`src/rtl/vdma_pkg.sv`:
```
package vdma_pkg;
  localparam logic [2:0] SEL_SRC_HI = 3'd0;
  localparam logic [2:0] SEL_SRC_LO = 3'd1;
  localparam logic [2:0] SEL_DST_HI = 3'd2;
  localparam logic [2:0] SEL_DST_LO = 3'd3;
  localparam logic [2:0] SEL_CTRL   = 3'd4;

  typedef enum logic [1:0] {
    MV_IDLE = 2'd0,
    MV_RD   = 2'd1,
    MV_RSP  = 2'd2,
    MV_WR   = 2'd3
  } mover_st_t;
endpackage

```
`src/rtl/vdma_addr_gen.sv`:
```
module vdma_addr_gen
  import vdma_pkg::*;
#(
  parameter int ADDR_W = 16,
  parameter int DST_W  = 13,
  parameter int BLK_LG = 4,
  parameter logic [ADDR_W-1:0] WIN_BASE = 16'h8000
) (
  input  logic              clk,
  input  logic              rst_n,
  input  logic              wr_en,
  input  logic [2:0]        wr_sel,
  input  logic [7:0]        wr_data,
  input  logic              lock,
  input  logic              step,
  output logic [ADDR_W-1:0] src_addr,
  output logic [ADDR_W-1:0] dst_addr,
  output logic              dst_wrap
);
  localparam int PAD_W = ADDR_W - DST_W;

  logic [ADDR_W-1:0] src_q;
  logic [DST_W-1:0]  dst_q;
  logic              wr_ok;

  assign wr_ok = wr_en && !lock;

  always_ff @(posedge clk) begin
    if (!rst_n) begin
      src_q <= '0;
      dst_q <= '0;
    end else if (step) begin
      src_q <= src_q + 1'b1;
      dst_q <= dst_q + 1'b1;
    end else if (wr_ok) begin
      case (wr_sel)
        SEL_SRC_HI: src_q[ADDR_W-1:8] <= wr_data[ADDR_W-9:0];
        SEL_SRC_LO: begin
          src_q[7:BLK_LG]   <= wr_data[7:BLK_LG];
          src_q[BLK_LG-1:0] <= '0;
        end
        SEL_DST_HI: dst_q[DST_W-1:8] <= wr_data[DST_W-9:0];
        SEL_DST_LO: begin
          dst_q[7:BLK_LG]   <= wr_data[7:BLK_LG];
          dst_q[BLK_LG-1:0] <= '0;
        end
        default: ;
      endcase
    end
  end

  assign src_addr = src_q;
  assign dst_addr = WIN_BASE | {{PAD_W{1'b0}}, dst_q};
  assign dst_wrap = step && (&dst_q);
endmodule

```
`src/rtl/vdma_ctrl.sv`:
```
module vdma_ctrl #(
  parameter int LEN_W         = 7,
  parameter int LINE_W        = 8,
  parameter int VISIBLE_LINES = 144
) (
  input  logic             clk,
  input  logic             rst_n,
  input  logic             ctrl_wr,
  input  logic [LEN_W:0]   ctrl_data,
  input  logic             hblank,
  input  logic [LINE_W-1:0] line,
  input  logic             block_done,
  input  logic             dst_wrap,
  output logic             active,
  output logic             busy,
  output logic [LEN_W:0]   status,
  output logic             cpu_stall
);
  logic             mode_hb;
  logic             hb_q;
  logic [LEN_W-1:0] remain;
  logic             hb_edge;
  logic             cancel;
  logic             start;

  assign hb_edge = hblank && !hb_q && (line < LINE_W'(VISIBLE_LINES));
  assign start   = ctrl_wr && !active;
  assign cancel  = ctrl_wr && active && mode_hb && !ctrl_data[LEN_W] && !busy;

  always_ff @(posedge clk) begin
    if (!rst_n) begin
      active  <= 1'b0;
      mode_hb <= 1'b0;
      busy    <= 1'b0;
      hb_q    <= 1'b0;
      remain  <= '1;
    end else begin
      hb_q <= hblank;
      if (block_done) begin
        remain <= remain - 1'b1;
        if (remain == '0 || dst_wrap) begin
          active <= 1'b0;
          busy   <= 1'b0;
        end else if (mode_hb) begin
          busy <= 1'b0;
        end
      end else if (active && !busy && !cancel && (!mode_hb || hb_edge)) begin
        busy <= 1'b1;
      end
      if (start) begin
        active  <= 1'b1;
        mode_hb <= ctrl_data[LEN_W];
        remain  <= ctrl_data[LEN_W-1:0];
      end else if (cancel) begin
        active <= 1'b0;
      end
    end
  end

  assign status    = {!active, remain};
  assign cpu_stall = busy || (active && !mode_hb);
endmodule

```
`src/rtl/vdma_mover.sv`:
```
module vdma_mover
  import vdma_pkg::*;
#(
  parameter int ADDR_W = 16,
  parameter int BLK_LG = 4
) (
  input  logic              clk,
  input  logic              rst_n,
  input  logic              run,
  input  logic [ADDR_W-1:0] src_addr,
  input  logic [ADDR_W-1:0] dst_addr,
  output logic              rd_valid,
  input  logic              rd_ready,
  output logic [ADDR_W-1:0] rd_addr,
  input  logic              rsp_valid,
  input  logic [7:0]        rsp_data,
  output logic              wr_valid,
  input  logic              wr_ready,
  output logic [ADDR_W-1:0] wr_addr,
  output logic [7:0]        wr_data,
  output logic              byte_done,
  output logic              block_done
);
  mover_st_t         st;
  logic [BLK_LG-1:0] idx;
  logic [7:0]        data_q;

  always_ff @(posedge clk) begin
    if (!rst_n) begin
      st     <= MV_IDLE;
      idx    <= '0;
      data_q <= '0;
    end else begin
      case (st)
        MV_IDLE: if (run) st <= MV_RD;
        MV_RD:   if (rd_ready) st <= MV_RSP;
        MV_RSP:  if (rsp_valid) begin
          data_q <= rsp_data;
          st     <= MV_WR;
        end
        MV_WR:   if (wr_ready) begin
          idx <= idx + 1'b1;
          st  <= (&idx) ? MV_IDLE : MV_RD;
        end
        default: st <= MV_IDLE;
      endcase
    end
  end

  assign rd_valid   = (st == MV_RD);
  assign rd_addr    = src_addr;
  assign wr_valid   = (st == MV_WR);
  assign wr_addr    = dst_addr;
  assign wr_data    = data_q;
  assign byte_done  = wr_valid && wr_ready;
  assign block_done = byte_done && (&idx);
endmodule

```
`src/rtl/vram_block_dma.sv`:
```
module vram_block_dma
  import vdma_pkg::*;
#(
  parameter int ADDR_W        = 16,
  parameter int DST_W         = 13,
  parameter int BLK_LG        = 4,
  parameter int LEN_W         = 7,
  parameter int LINE_W        = 8,
  parameter int VISIBLE_LINES = 144,
  parameter logic [ADDR_W-1:0] WIN_BASE = 16'h8000
) (
  input  logic              clk,
  input  logic              rst_n,
  input  logic              reg_wr,
  input  logic [2:0]        reg_sel,
  input  logic [7:0]        reg_wdata,
  output logic [7:0]        reg_rdata,
  input  logic              hblank,
  input  logic [LINE_W-1:0] line,
  output logic              cpu_stall,
  output logic              rd_valid,
  input  logic              rd_ready,
  output logic [ADDR_W-1:0] rd_addr,
  input  logic              rsp_valid,
  input  logic [7:0]        rsp_data,
  output logic              wr_valid,
  input  logic              wr_ready,
  output logic [ADDR_W-1:0] wr_addr,
  output logic [7:0]        wr_data
);
  logic              active;
  logic              busy;
  logic [LEN_W:0]    status;
  logic              byte_done;
  logic              block_done;
  logic              dst_wrap;
  logic [ADDR_W-1:0] src_addr;
  logic [ADDR_W-1:0] dst_addr;
  logic              ctrl_wr;

  assign ctrl_wr = reg_wr && (reg_sel == SEL_CTRL);

  vdma_addr_gen #(
    .ADDR_W(ADDR_W), .DST_W(DST_W), .BLK_LG(BLK_LG), .WIN_BASE(WIN_BASE)
  ) u_addr (
    .clk(clk), .rst_n(rst_n), .wr_en(reg_wr), .wr_sel(reg_sel),
    .wr_data(reg_wdata), .lock(active), .step(byte_done),
    .src_addr(src_addr), .dst_addr(dst_addr), .dst_wrap(dst_wrap)
  );

  vdma_ctrl #(
    .LEN_W(LEN_W), .LINE_W(LINE_W), .VISIBLE_LINES(VISIBLE_LINES)
  ) u_ctrl (
    .clk(clk), .rst_n(rst_n), .ctrl_wr(ctrl_wr), .ctrl_data(reg_wdata[LEN_W:0]),
    .hblank(hblank), .line(line), .block_done(block_done), .dst_wrap(dst_wrap),
    .active(active), .busy(busy), .status(status), .cpu_stall(cpu_stall)
  );

  vdma_mover #(
    .ADDR_W(ADDR_W), .BLK_LG(BLK_LG)
  ) u_mover (
    .clk(clk), .rst_n(rst_n), .run(busy), .src_addr(src_addr), .dst_addr(dst_addr),
    .rd_valid(rd_valid), .rd_ready(rd_ready), .rd_addr(rd_addr),
    .rsp_valid(rsp_valid), .rsp_data(rsp_data),
    .wr_valid(wr_valid), .wr_ready(wr_ready), .wr_addr(wr_addr), .wr_data(wr_data),
    .byte_done(byte_done), .block_done(block_done)
  );

  assign reg_rdata = (reg_sel == SEL_CTRL) ? status : 8'hFF;
endmodule

```
`config.mk`:
```
export PLATFORM = sky130hd
export DESIGN_NAME = vram_block_dma
export DESIGN_NICKNAME = d
export VERILOG_FILES = /design/src/rtl/vdma_pkg.sv /design/src/rtl/vdma_addr_gen.sv /design/src/rtl/vdma_ctrl.sv /design/src/rtl/vdma_mover.sv /design/src/rtl/vram_block_dma.sv
export SDC_FILE = /design/constraint.sdc
export NUM_CORES = 1
export LEC_CHECK = 0
export ABC_AREA = 1
export BUFFER_PORTS_ARGS = -buffer_cell sky130_fd_sc_hd__buf_2
export CORE_UTILIZATION = 55
export CTS_BUF_LIST = sky130_fd_sc_hd__clkbuf_4 sky130_fd_sc_hd__clkbuf_8
export DETAILED_ROUTE_END_ITERATION = 7
export GPL_TIMING_DRIVEN = 0
export PLACE_DENSITY = 0.82
export SYNTH_ARGS = -nofsm -noshare
export SYNTH_HDL_FRONTEND = slang
export SYNTH_SLANG_ARGS = --single-unit
```
`constraint.sdc`:
```
create_clock -name clk -period 1.8 [get_ports clk]
set_input_delay 0.36 -clock clk [delete_from_list [all_inputs] [get_ports clk]]
set_output_delay 0.36 -clock clk [all_outputs]
set_load 0.005 [all_outputs]
```
* Word level (Yosys, flattened, before mapping)
Index checks and enable logic that the tools add are counted.
** Storage, ports and cells
- Input bits :: 34
- Logic and storage cells :: 102
- Bits in registers :: 54
** Operators by class
- Add/subtract/negate cells :: 4
- Reduce and logical (&&, ||, !) cells :: 48
- Equal/unequal tests :: 12
- Mux-type cells :: 25
- Order comparisons :: 1
** Operators by type and width (number)
- 16-bit 2-to-1 mux :: 2
- 8-bit 2-to-1 mux :: 4
- 13-bit 2-to-1 mux :: 2
- 16-bit by 1-bit adder with 16-bit output (second input constant) :: 1
- 1-bit logical AND :: 16
- 2-bit AND reduction :: 8
- 7-bit 2-to-1 mux :: 2
- 2-bit nonzero test :: 7
- 13-bit by 1-bit adder with 13-bit output (second input constant) :: 1
- 13-bit AND reduction :: 1
- 1-bit 2-to-1 mux :: 9
- 8-bit less-than comparator (second input constant) :: 1
- 2-bit 2-to-1 mux :: 4
- 2-bit one-hot mux with 4 select lines :: 1
- 4-bit AND reduction :: 2
- 7-bit logical NOT :: 1
- 7-bit by 1-bit subtractor with 7-bit output (second input constant) :: 1
- 3-bit by 2-bit equality test with 1-bit output (second input constant) :: 2
- 1-bit logical NOT :: 6
- 2-bit inequality test (second input constant) :: 3
- 3-bit nonzero test :: 2
- 5-bit 2-to-1 mux :: 1
- 4-bit by 1-bit adder with 4-bit output (second input constant) :: 1
- 2-bit equality test (second input constant) :: 2
- other kinds (8) :: 10

* Logic depth before layout (Yosys ltp)
Gate-level depths: netlist of the first run.
- Word-level depth :: 11
- Gate-level depth with buffers :: 11
- Gate-level depth less buffers :: 11

* By module
From an unflattened synthesis of the first run, not the netlist that was laid out.
** Second synthesis, totals
- Cell total of the unflattened synthesis :: 555
- Area total of the unflattened synthesis :: 3619.7 µm²
** By module, submodules not included
- vdma_addr_gen :: instances 1, area each 1990.7 µm², cells an instance 323
- vdma_mover :: instances 1, area each 910.9 µm², cells an instance 123
- vdma_ctrl :: instances 1, area each 625.6 µm², cells an instance 96
- vram_block_dma :: instances 1, area each 92.6 µm², cells an instance 13

* Least setup slack after synthesis of the first run
No wires, ideal clock.
- Path type :: register to register
- Start point :: register u_mover.st[0]
- End point :: register u_addr.src_q[14], in the netlist u_addr.src_addr[14]
- Stages on the path, launching flop included :: 9
- Path buffers :: 2
- Library setup time :: 0.109 ns
- Data required time :: 1.691 ns
- Data arrival time :: 1.261 ns
- Period minus slack after synthesis :: 1.370 ns
- Path slack :: 0.430 ns
- Cells stage by stage :: dfxtp_1 > ha_1 > nand2_1 > inv_1 > buf_2 > buf_2 > nand3_1 > nand2_1 > inv_1
** Between the ends
- Word-level cells in the longest chain between the ends :: 4
** RTL lines
- start: declaration :: RTL line vdma_mover.sv:24 : mover_st_t st;
- start signal: assignment :: RTL line vdma_mover.sv:43 : st <= (&idx) ? MV_IDLE : MV_RD;
- 2-bit equality test * :: RTL line vdma_mover.sv:52 : assign wr_valid = (st == MV_WR);
- named net wr_valid :: RTL line vram_block_dma.sv:26 : output logic wr_valid,
- 1-bit logical AND * :: RTL line vdma_mover.sv:55 : assign byte_done = wr_valid && wr_ready;
- 2-bit nonzero test (no source line)
- 2-bit AND reduction (no source line)
- end signal: assignment :: RTL line vdma_addr_gen.sv:33 : src_q <= src_q + 1'b1;
- end signal: indexed assignment :: RTL line vdma_addr_gen.sv:37 : SEL_SRC_HI: src_q[ADDR_W-1:8] <= wr_data[ADDR_W-9:0];
- end signal: indexed assignment :: RTL line vdma_addr_gen.sv:39 : src_q[7:BLK_LG] <= wr_data[7:BLK_LG];
- end: declaration :: RTL line vdma_addr_gen.sv:22 : logic [ADDR_W-1:0] src_q;
The timed path passes the listed nets; every way through them passes the cells marked *.
A chain may end at the register's enable or synchronous reset.

* Worst setup path in the final report of the first run
- Start point :: register u_mover.st[0]
- End point :: register u_addr.dst_q[8]
** Between the ends
- Word-level cells in the longest chain between the ends :: 4
** RTL lines
- 2-bit equality test * :: RTL line vdma_mover.sv:52
- 1-bit logical AND * :: RTL line vdma_mover.sv:55
- 2-bit nonzero test (no source line)
- 2-bit AND reduction (no source line)
- end signal: assignment :: RTL line vdma_addr_gen.sv:34 : dst_q <= dst_q + 1'b1;
- end signal: indexed assignment :: RTL line vdma_addr_gen.sv:42 : SEL_DST_HI: dst_q[DST_W-1:8] <= wr_data[DST_W-9:0];
- end signal: indexed assignment :: RTL line vdma_addr_gen.sv:44 : dst_q[7:BLK_LG] <= wr_data[7:BLK_LG];
- end: declaration :: RTL line vdma_addr_gen.sv:23 : logic [DST_W-1:0] dst_q;
Mark *: on every way between the ends. The rest lies on a longest branch, timed or not.

==> flow_summary.ini, run 1 <==
[status]
status = completed

[cts]
cts_max_level = 2
cts-buffers-inserted = 5
cts_tree = yes
cts-root-buf = clkbuf_8
clkLatencyLatePin_ns = 0.32
path_clk_slew_ns = 0.11
clk_path_buf_depth = 2
ctsHoldBuffers = 0
cts_setup_buffers = 0
cts.sinks = 54
cts_resized = 0

[critical_path]
crit_path_end_kind = flip-flop
crit_cells = 7
path_cells = ha_1, nand2_1, inv_1, buf_2, clkbuf_4, nand2_1, a21oi_1
reg2reg_slack_ns = 0.12
cp.arrival_ns = 1.93
path_class = flip-flop to flip-flop
reg2reg_depth = 7
r2r-start = u_mover.st[0]
crit_required_ns = 2.05
crit_family = buffers and inverters
critPathLaunchType = flip-flop
r2r_end = u_addr.dst_q[8]
critPathSlowestCell = dfxtp_1
cp_slowest_stage_delay_ns = 0.41
cp_max_fo = 10
cpMostUsedCell = nand2_1
crit_buf_inv = 3

[power_and_ir_drop]
irDropWorstVdd_mv = 0.641
power_mw = 2.70
p_leak_nw = 1.90
p_per_area_mw_per_mm2 = 684

[sta]
worst_pin_slew_ns = 0.586
timing.fmax_mhz = 594
fin_crit_ns = 1.68
fin_skew_ns = 0.0141
slew_headroom = 0.609
slew_viol_final = 0
hold_ws_ns = 0.239
post-route-period-util = 0.936
final.setup.tns_ns = 0
setup_viol_count_final = 0
final-hold-violation-count = 0

[detailed_routing]
via_per_inst = 5.41
first_iter_violations = 283
first_pass_iters = 7
wirelength_mm = 8.77
via_count = 3622
wl_per_cell_um = 13.1
ant_nets = 0
drc = 0

[yosys]
synthArstFlopShare = 0
synth_top_area_share = 0.326
yosysTopAreaCell = dfxtp_1
synth_seq_cells = 54
avgSynthCellArea_um2 = 6.49
synthSimpleGateAreaFrac = 0.351
synthFlopType = dfxtp_1
synth_adder_area_share = 0.0339
synth_compound_area_frac = 0.147
synth_common_cells = 114 x nand2_1, 80 x inv_1, 60 x nor2_1
netlist_area_mm2 = 0.00332
synthXorXnorAreaFrac = 0.0158
synth_area_leaders = dfxtp_1 33%, nand2_1 13%, inv_1 9.0%
ys_seq_area_frac = 0.326
synth.distinct_cells = 39
synth.most_common_cell = nand2_1
synth_warnings = 0
muxShareOfSynthArea = 0
synth-edff-count = 0
synth_top_family_by_area = simple AND/OR/NAND/NOR gates
synthCells = 511

[worst_hold_path]
hold_path_end = u_ctrl.hb_q
holdCritStartpoint = hblank
hold_depth = 3
hold_path.class = input pin to flip-flop

[global_routing]
antenna_found_initial = 0
grt_util_all_layers = 0.292
grt.overflow.total = 0
grt_pass1_wl_mm = 14.5
grt_max_degree = 17
grt_pass1_vias = 3264

[finish]
syn_to_final_growth_pct = 18.8
layout-drive-gt1-share = 0.221
utilization = 0.695
final_nets = 639
antennaDiodeCount = 0
fin_cells = 669

[die]
start_util = 0.585
pin_count = 85
die_x_um = 79.7
row_count = 27
core_area_mm2 = 0.00568
die-area_mm2 = 0.00635
die_h_um = 79.7

[placed_design]
io_buffer_count = 77
hpwl_mm = 6.67
gp_congestion = 0.942
dp_cells = 661

[run]
cap_violations = 0
==> layer usage <==
layer / up-vias / part of all wire / global-route usage
met4: 0 / 0.024 / 0.107
met3: 26 / 0.071 / 0.0480
met5: - / 0 / 0
li1: 1794 / - / -
met2: 170 / 0.48 / 0.503
met1: 1632 / 0.42 / 0.362
==> layout make-up <==
type	count	area (um^2)
multi-input combinational	357	1830
fill	514	1730
sequential	54	1080
timing repair buffer	77	385
inverter	87	327
tap	72	90.1
buffer	14	88.8
clock buffer	6	82.6
clock inverter	2	60.1
==> kinds of logic after synthesis <==
kind of cell	count (synthesis)
and+or+nand+nor	254
xor gates and xnor gates	6
adders and majority gates	9
DFF	54
other	2
AOI/OAI and AO/OA	85
buffers and inverters	101
==> stage by stage <==
stage	area, um^2	setup slack, ns
floorplan	3320	0.430
global placement	3800	0.201
detailed placement	3800	0.137
CTS	3940	0.107
global route	3940	-0.0349
finish	3940	0.115
==> cells in the final DEF, fill, tap and decap left out, types with 2 or more instances in the layout <==
master | netlist | layout
xor2_1 | 4 | 4
o21ai_1 | 2 | 2
o21ai_0 | 30 | 30
nor2_2 | 3 | 3
clkbuf_8 | 0 | 6
ha_1 | 9 | 9
nand2_4 | 2 | 2
buf_2 | 3 | 79
o22ai_1 | 10 | 10
nand3_2 | 3 | 3
nor3_1 | 8 | 8
dfxtp_1 | 54 | 54
a21oi_1 | 25 | 25
nand2_2 | 11 | 11
conb_1 | 2 | 3
o211ai_1 | 2 | 2
nor2_4 | 3 | 3
clkbuf_1 | 4 | 4
buf_4 | 4 | 4
inv_2 | 7 | 7
or2_2 | 3 | 3
a31oi_1 | 5 | 5
nand4_1 | 9 | 9
a211oi_1 | 2 | 2
nand2_1 | 114 | 114
nand3_1 | 35 | 35
o2111ai_1 | 4 | 4
bufinv_16 | 0 | 2
inv_1 | 80 | 80
xnor2_1 | 2 | 2
buf_6 | 2 | 2
nor2_1 | 60 | 60
==> state kept, by name, indices dropped and copies added, names as in the netlist <==
register and cells:
u_addr.src_addr 16, u_addr.dst_q 13, u_mover.wr_data 8, u_ctrl.remain 7
u_mover.idx 4, u_mover.st 2, u_ctrl.active 1, u_ctrl.busy 1
u_ctrl.hb_q 1, u_ctrl.mode_hb 1
==> worst max-delay path by stage <==
stage	end	startpoint	slack [ns]
6_report	u_addr.dst_q[8]	u_mover.st[0]	0.12
5_1_grt	u_addr.dst_q[8]	u_mover.st[0]	-0.03
4_1_cts	u_addr.src_addr[14]	u_mover.st[0]	0.11
3_5_place_dp	u_addr.src_addr[14]	u_mover.st[0]	0.14
3_3_place_gp	u_addr.src_addr[14]	u_mover.st[0]	0.20
2_1_floorplan	u_addr.src_addr[14]	u_mover.st[0]	0.43
==> report_power, final <==
part / switching, mW / leakage [nW] / total, mW / internal [mW]
Combinational: 0.240 / 1.39 / 0.397 / 0.157
Clock: 0.415 / 0.0714 / 1.01 / 0.593
Sequential: 0.0486 / 0.437 / 1.29 / 1.24
==> worst register-to-register path, cell delays in order (launching register included) <==
cell	delay (ns)
dfxtp_1	0.41
ha_1	0.21
nand2_1	0.10
inv_1	0.09
buf_2	0.26
clkbuf_4	0.29
nand2_1	0.09
a21oi_1	0.17
Note: power is estimated with default switching activity, not from simulation.
==> run 2: changes to the inputs <==
CORE_MARGIN = 1   (was not set)
CORE_UTILIZATION = 50   (was 55)
CTS_BUF_LIST = sky130_fd_sc_hd__clkbuf_8   (was sky130_fd_sc_hd__clkbuf_4 sky130_fd_sc_hd__clkbuf_8)
PLACE_DENSITY = 0.76   (was 0.82)
==> run 2 against run 1 <==
  * Fmax rose by 1.8%
  * First-iteration DRC count down 25%
  * Worst hold slack gained 0.0011 ns
  * Utilization fell by 8.4 points
  * Routed wire length decreased by 0.88%
  * Total power fell by 12%
  * Die area is 9.8% higher
  * Worst setup slack better by 0.030 ns
  * Via count shrank 3.6%
  * Register-to-register slack gained 0.03 ns
  * Critical path type unchanged
  * Critical endpoint is now u_addr.dst_q[10]
==> flow_summary.ini, run 2 (synthesis results as in run 1) <==
[power_and_ir_drop]
p_per_area_mw_per_mm2 = 612
power_mw = 2.39
p_leak_nw = 1.88
irDropWorstVdd_mv = 0.355

[run]
cap_violations = 0

[die]
core_area_mm2 = 0.00639
pin_count = 85
die_x_um = 83.5
die_h_um = 83.5
row_count = 29
start_util = 0.520
die-area_mm2 = 0.00697

[global_routing]
grt.overflow.total = 0
grt_pass1_wl_mm = 14.6
grt_max_degree = 16
grt_util_all_layers = 0.256
antenna_found_initial = 0
grt_pass1_vias = 3236

[detailed_routing]
first_pass_iters = 5
drc = 0
wirelength_mm = 8.69
wl_per_cell_um = 12.9
via_count = 3491
ant_nets = 0
first_iter_violations = 213
via_per_inst = 5.18

[sta]
slew_viol_final = 0
fin_crit_ns = 1.65
post-route-period-util = 0.919
hold_ws_ns = 0.240
timing.fmax_mhz = 604
setup_slack_ns = 0.145
rsz0062_at_grt = no
final.setup.tns_ns = 0
slew_headroom = 0.582
fin_skew_ns = 0.00857
worst_pin_slew_ns = 0.628
final-hold-violation-count = 0
setup_viol_count_final = 0

[status]
status = completed

[critical_path]
r2r_end = u_addr.dst_q[10]
path_cells = ha_1, nand2_1, inv_1, buf_2, clkbuf_4, nand3_1, a21oi_1
cp_max_fo = 10
r2r-start = u_mover.st[0]
crit_path_end_kind = flip-flop
path_class = flip-flop to flip-flop
crit_required_ns = 2.04
cp_slowest_stage_delay_ns = 0.42
cp.arrival_ns = 1.89
reg2reg_slack_ns = 0.15
critPathLaunchType = flip-flop
crit_start = u_mover.st[0]
critPathSlowestCell = dfxtp_1
reg2reg_depth = 7

[cts]
cts-buffers-inserted = 5
clk_path_buf_depth = 2
cts-root-buf = clkbuf_8
cts_resized = 0
path_clk_slew_ns = 0.09
clkLatencyLatePin_ns = 0.31
cts_setup_buffers = 0
ctsHoldBuffers = 0
cts.sinks = 54
cts_max_level = 2
cts_tree = yes

[finish]
syn_to_final_growth_pct = 17.5
largest_reg_flops = 16
layout-drive-gt1-share = 0.219
final_nets = 639
layout_common_cells = 114 x nand2_1, 81 x inv_1, 79 x buf_2
layout_commonest_cell = nand2_1
antennaDiodeCount = 0

[placed_design]
post-place-ws_ns = 0.138
io_buffer_count = 77
gp_congestion = 0.856
hpwl_mm = 6.68

[worst_hold_path]
hold_depth = 3
holdCritStartpoint = hblank
hold_path_end = u_ctrl.hb_q
hold_path.class = input pin to flip-flop
==> run 2: changes by cell type in the layout (fill, tap and decap cells not counted), sizes merged <==
cell / previous run / this run
inv: 87 / 88
bufinv: 2 / 0
clkinv: 0 / 1
==> run 2: worst max-delay path by stage <==
stage / slack (ns) / cells after the start / to
3_5_place_dp: 0.14 / 7 / u_addr.dst_q[10]
4_1_cts: 0.10 / 7 / u_addr.dst_q[10]
6_report: 0.15 / 7 / u_addr.dst_q[10]
5_1_grt: 0.02 / 7 / u_addr.src_addr[1]
2_1_floorplan: 0.43 / 8 / u_addr.src_addr[14]
3_3_place_gp: 0.17 / 7 / u_addr.dst_q[10]
==> run 2: per-layer routing <==
metal | track usage | part of all wire | routed length, um
met5 | 0 | 0 | 0
met4 | 0.0632 | 0.011 | 92
met3 | 0.0415 | 0.064 | 555
met2 | 0.466 | 0.50 | 4330
met1 | 0.314 | 0.43 | 3710
==> run 2: final cells by class <==
cell class / instances / area [um^2]
flip-flops and latches: 54 / 1080
well taps: 77 / 96.3
inverters: 87 / 327
clock inverters: 2 / 8.76
clock buffers: 6 / 82.6
fillers: 621 / 2490
multi-input cells: 357 / 1830
repair buffers: 77 / 385
plain buffers: 14 / 88.8
==> run 2: metrics by stage <==
stage / std cells / cell area, um^2 / utilization
floorplan: 512 / 3320 / -
global placement: 666 / 3800 / 0.596
detailed placement: 666 / 3800 / 0.596
CTS: 674 / 3890 / 0.610
global route: 674 / 3900 / 0.610
finish: 674 / 3900 / 0.610
==> run 2: worst max-delay path: cells and delay by family, from the launching register on <==
family | cells | cell delay, ns
AOI/OAI and AO/OA | 1 | 0.13
adders and majority gates | 1 | 0.23
buffers and inverters | 3 | 0.61
DFF | 1 | 0.42
and+or+nand+nor | 2 | 0.19
==> run 2: power breakdown <==
| part | switching [mW] | internal (mW) | total, mW |
|---|---|---|---|
| combinational | 0.233 | 0.156 | 0.389 |
| sequential | 0.0486 | 1.24 | 1.29 |
| clock | 0.399 | 0.306 | 0.705 |
==> run 3: changes to the inputs <==
PLACE_DENSITY = not set   (was 0.76)
PLACE_DENSITY_LB_ADDON = 0.2   (was not set)
==> run 3 against run 2 <==
  * Combinational power about the same
  * Sequential power about the same
  * Critical endpoint unchanged
  * Sequential cell count unchanged
  * First-iteration DRC count decreased by 11%
  * Count of clock-buffer cells in the layout decreased by 1
  * Clock power increased by 40%
  * Global-route usage increased by 0.12 points
  * Via count increased by 0.86%
  * Fmax increased by 0.46%
  * Largest cell class unchanged
==> flow_summary.ini, run 3 (synthesis results as in run 1) <==
[die]
pin_count = 85
start_util = 0.520
core_area_mm2 = 0.00639
row_count = 29
die-area_mm2 = 0.00697
die_h_um = 83.5
die_x_um = 83.5

[critical_path]
crit_required_ns = 2.05
critPathLaunchType = flip-flop
cp_max_fo = 10
reg2reg_slack_ns = 0.15
path_class = flip-flop to flip-flop
crit_path_end_kind = flip-flop
cp.arrival_ns = 1.90

[detailed_routing]
first_iter_violations = 190
wl_per_cell_um = 12.9
ant_nets = 0
first_pass_iters = 5
via_per_inst = 5.22
via_count = 3521
wirelength_mm = 8.68
drc = 0

[power_and_ir_drop]
p_leak_nw = 1.89
p_per_area_mw_per_mm2 = 675
irDropWorstVdd_mv = 0.424

[placed_design]
hpwl_mm = 6.67
gp_congestion = 0.860
io_buffer_count = 77
post-place-ws_ns = 0.127

[global_routing]
grt.overflow.total = 0
grt_max_degree = 18
grt_pass1_wl_mm = 14.6
grt_pass1_vias = 3266
antenna_found_initial = 0
grt_util_all_layers = 0.257

[cts]
clk_path_buf_depth = 2
cts_tree = yes
cts_max_level = 2
cts_setup_buffers = 0
cts.sinks = 54
cts-root-buf = clkbuf_8
clkLatencyLatePin_ns = 0.31
path_clk_slew_ns = 0.11
cts-buffers-inserted = 5
ctsHoldBuffers = 0

[run]
cap_violations = 0

[sta]
worst_pin_slew_ns = 0.663
timing.fmax_mhz = 607
rsz0062_at_grt = no
setup_viol_count_final = 0
final.setup.tns_ns = 0
fin_crit_ns = 1.65
setup_slack_ns = 0.153
hold_ws_ns = 0.240
slew_headroom = 0.558
slew_viol_final = 0
post-route-period-util = 0.915
final-hold-violation-count = 0
fin_skew_ns = 0.0130

[finish]
largest_reg_flops = 16
antennaDiodeCount = 0
nFillCells = 628
layout-drive-gt1-share = 0.221
final_nets = 639
layout_commonest_cell = nand2_1
syn_to_final_growth_pct = 18.9
layout_common_cells = 114 x nand2_1, 80 x inv_1, 79 x buf_2
utilization = 0.618

[worst_hold_path]
hold_path.class = input pin to flip-flop

[status]
status = completed
==> run 3: changes by cell type in the layout (fill, tap and decap cells not counted), sizes merged <==
cell | previous run | this run
inv | 88 | 87
clkbuf | 11 | 10
bufinv | 0 | 2
==> run 3: what timing repair did <==
item,4_1_cts,5_1_grt
endpoints found under the hold margin,0,0
resized for setup,0,1
endpoints found under the setup margin,0,4
==> run 3: final timing paths <==
path / cells after the start / startpoint / end
worst max-delay path: 7 / u_mover.st[0] / u_addr.dst_q[10]
worst min-delay path: 3 / hblank / u_ctrl.hb_q
worst min register to register: 2 / u_mover.wr_data[7] / u_mover.wr_data[7]
worst max register to register: 7 / u_mover.st[0] / u_addr.dst_q[10]
==> run 3: cell type report <==
class	count	area, um^2	area share
clock buffers	5	68.8	0.0174
well taps	77	96.3	0.0244
repair buffers	77	385	0.0977
multi-input cells	357	1830	0.464
plain buffers	14	88.8	0.0225
clock inverters	3	68.8	0.0174
flip-flops and latches	54	1080	0.274
inverters	87	327	0.0828
==> run 3: per-stage QoR <==
stage	total power, mW	std cells	instance area [um^2]
floorplan	1.56	512	3320
global placement	1.69	666	3800
detailed placement	1.70	666	3800
CTS	2.68	674	3940
global route	2.78	674	3940
finish	2.66	674	3940
==> run 3: critical path: stages (launching register included) <==
cell      delay [ns]
dfxtp_1         0.41
ha_1            0.21
nand2_1         0.11
inv_1           0.09
buf_2           0.24
clkbuf_4        0.29
nand3_1         0.11
a21oi_1         0.12
==> run 3: where the power goes <==
| part | internal, mW | switching (mW) | total [mW] |
|---|---|---|---|
| Clock | 0.558 | 0.427 | 0.985 |
| Combinational | 0.155 | 0.231 | 0.386 |
| Sequential | 1.24 | 0.0473 | 1.29 |
| Total | 1.96 | 0.705 | 2.66 |
==> run 3: metal layers <==
metal | part of all wire | vias to the layer above | wire length, um | track usage
li1 | - | 1803 | - | -
met1 | 0.44 | 1596 | 3820 | 0.316
met2 | 0.50 | 114 | 4320 | 0.463
met3 | 0.051 | 8 | 440 | 0.0376
met4 | 0.011 | 0 | 97 | 0.0786
met5 | 0 | - | 0 | 0
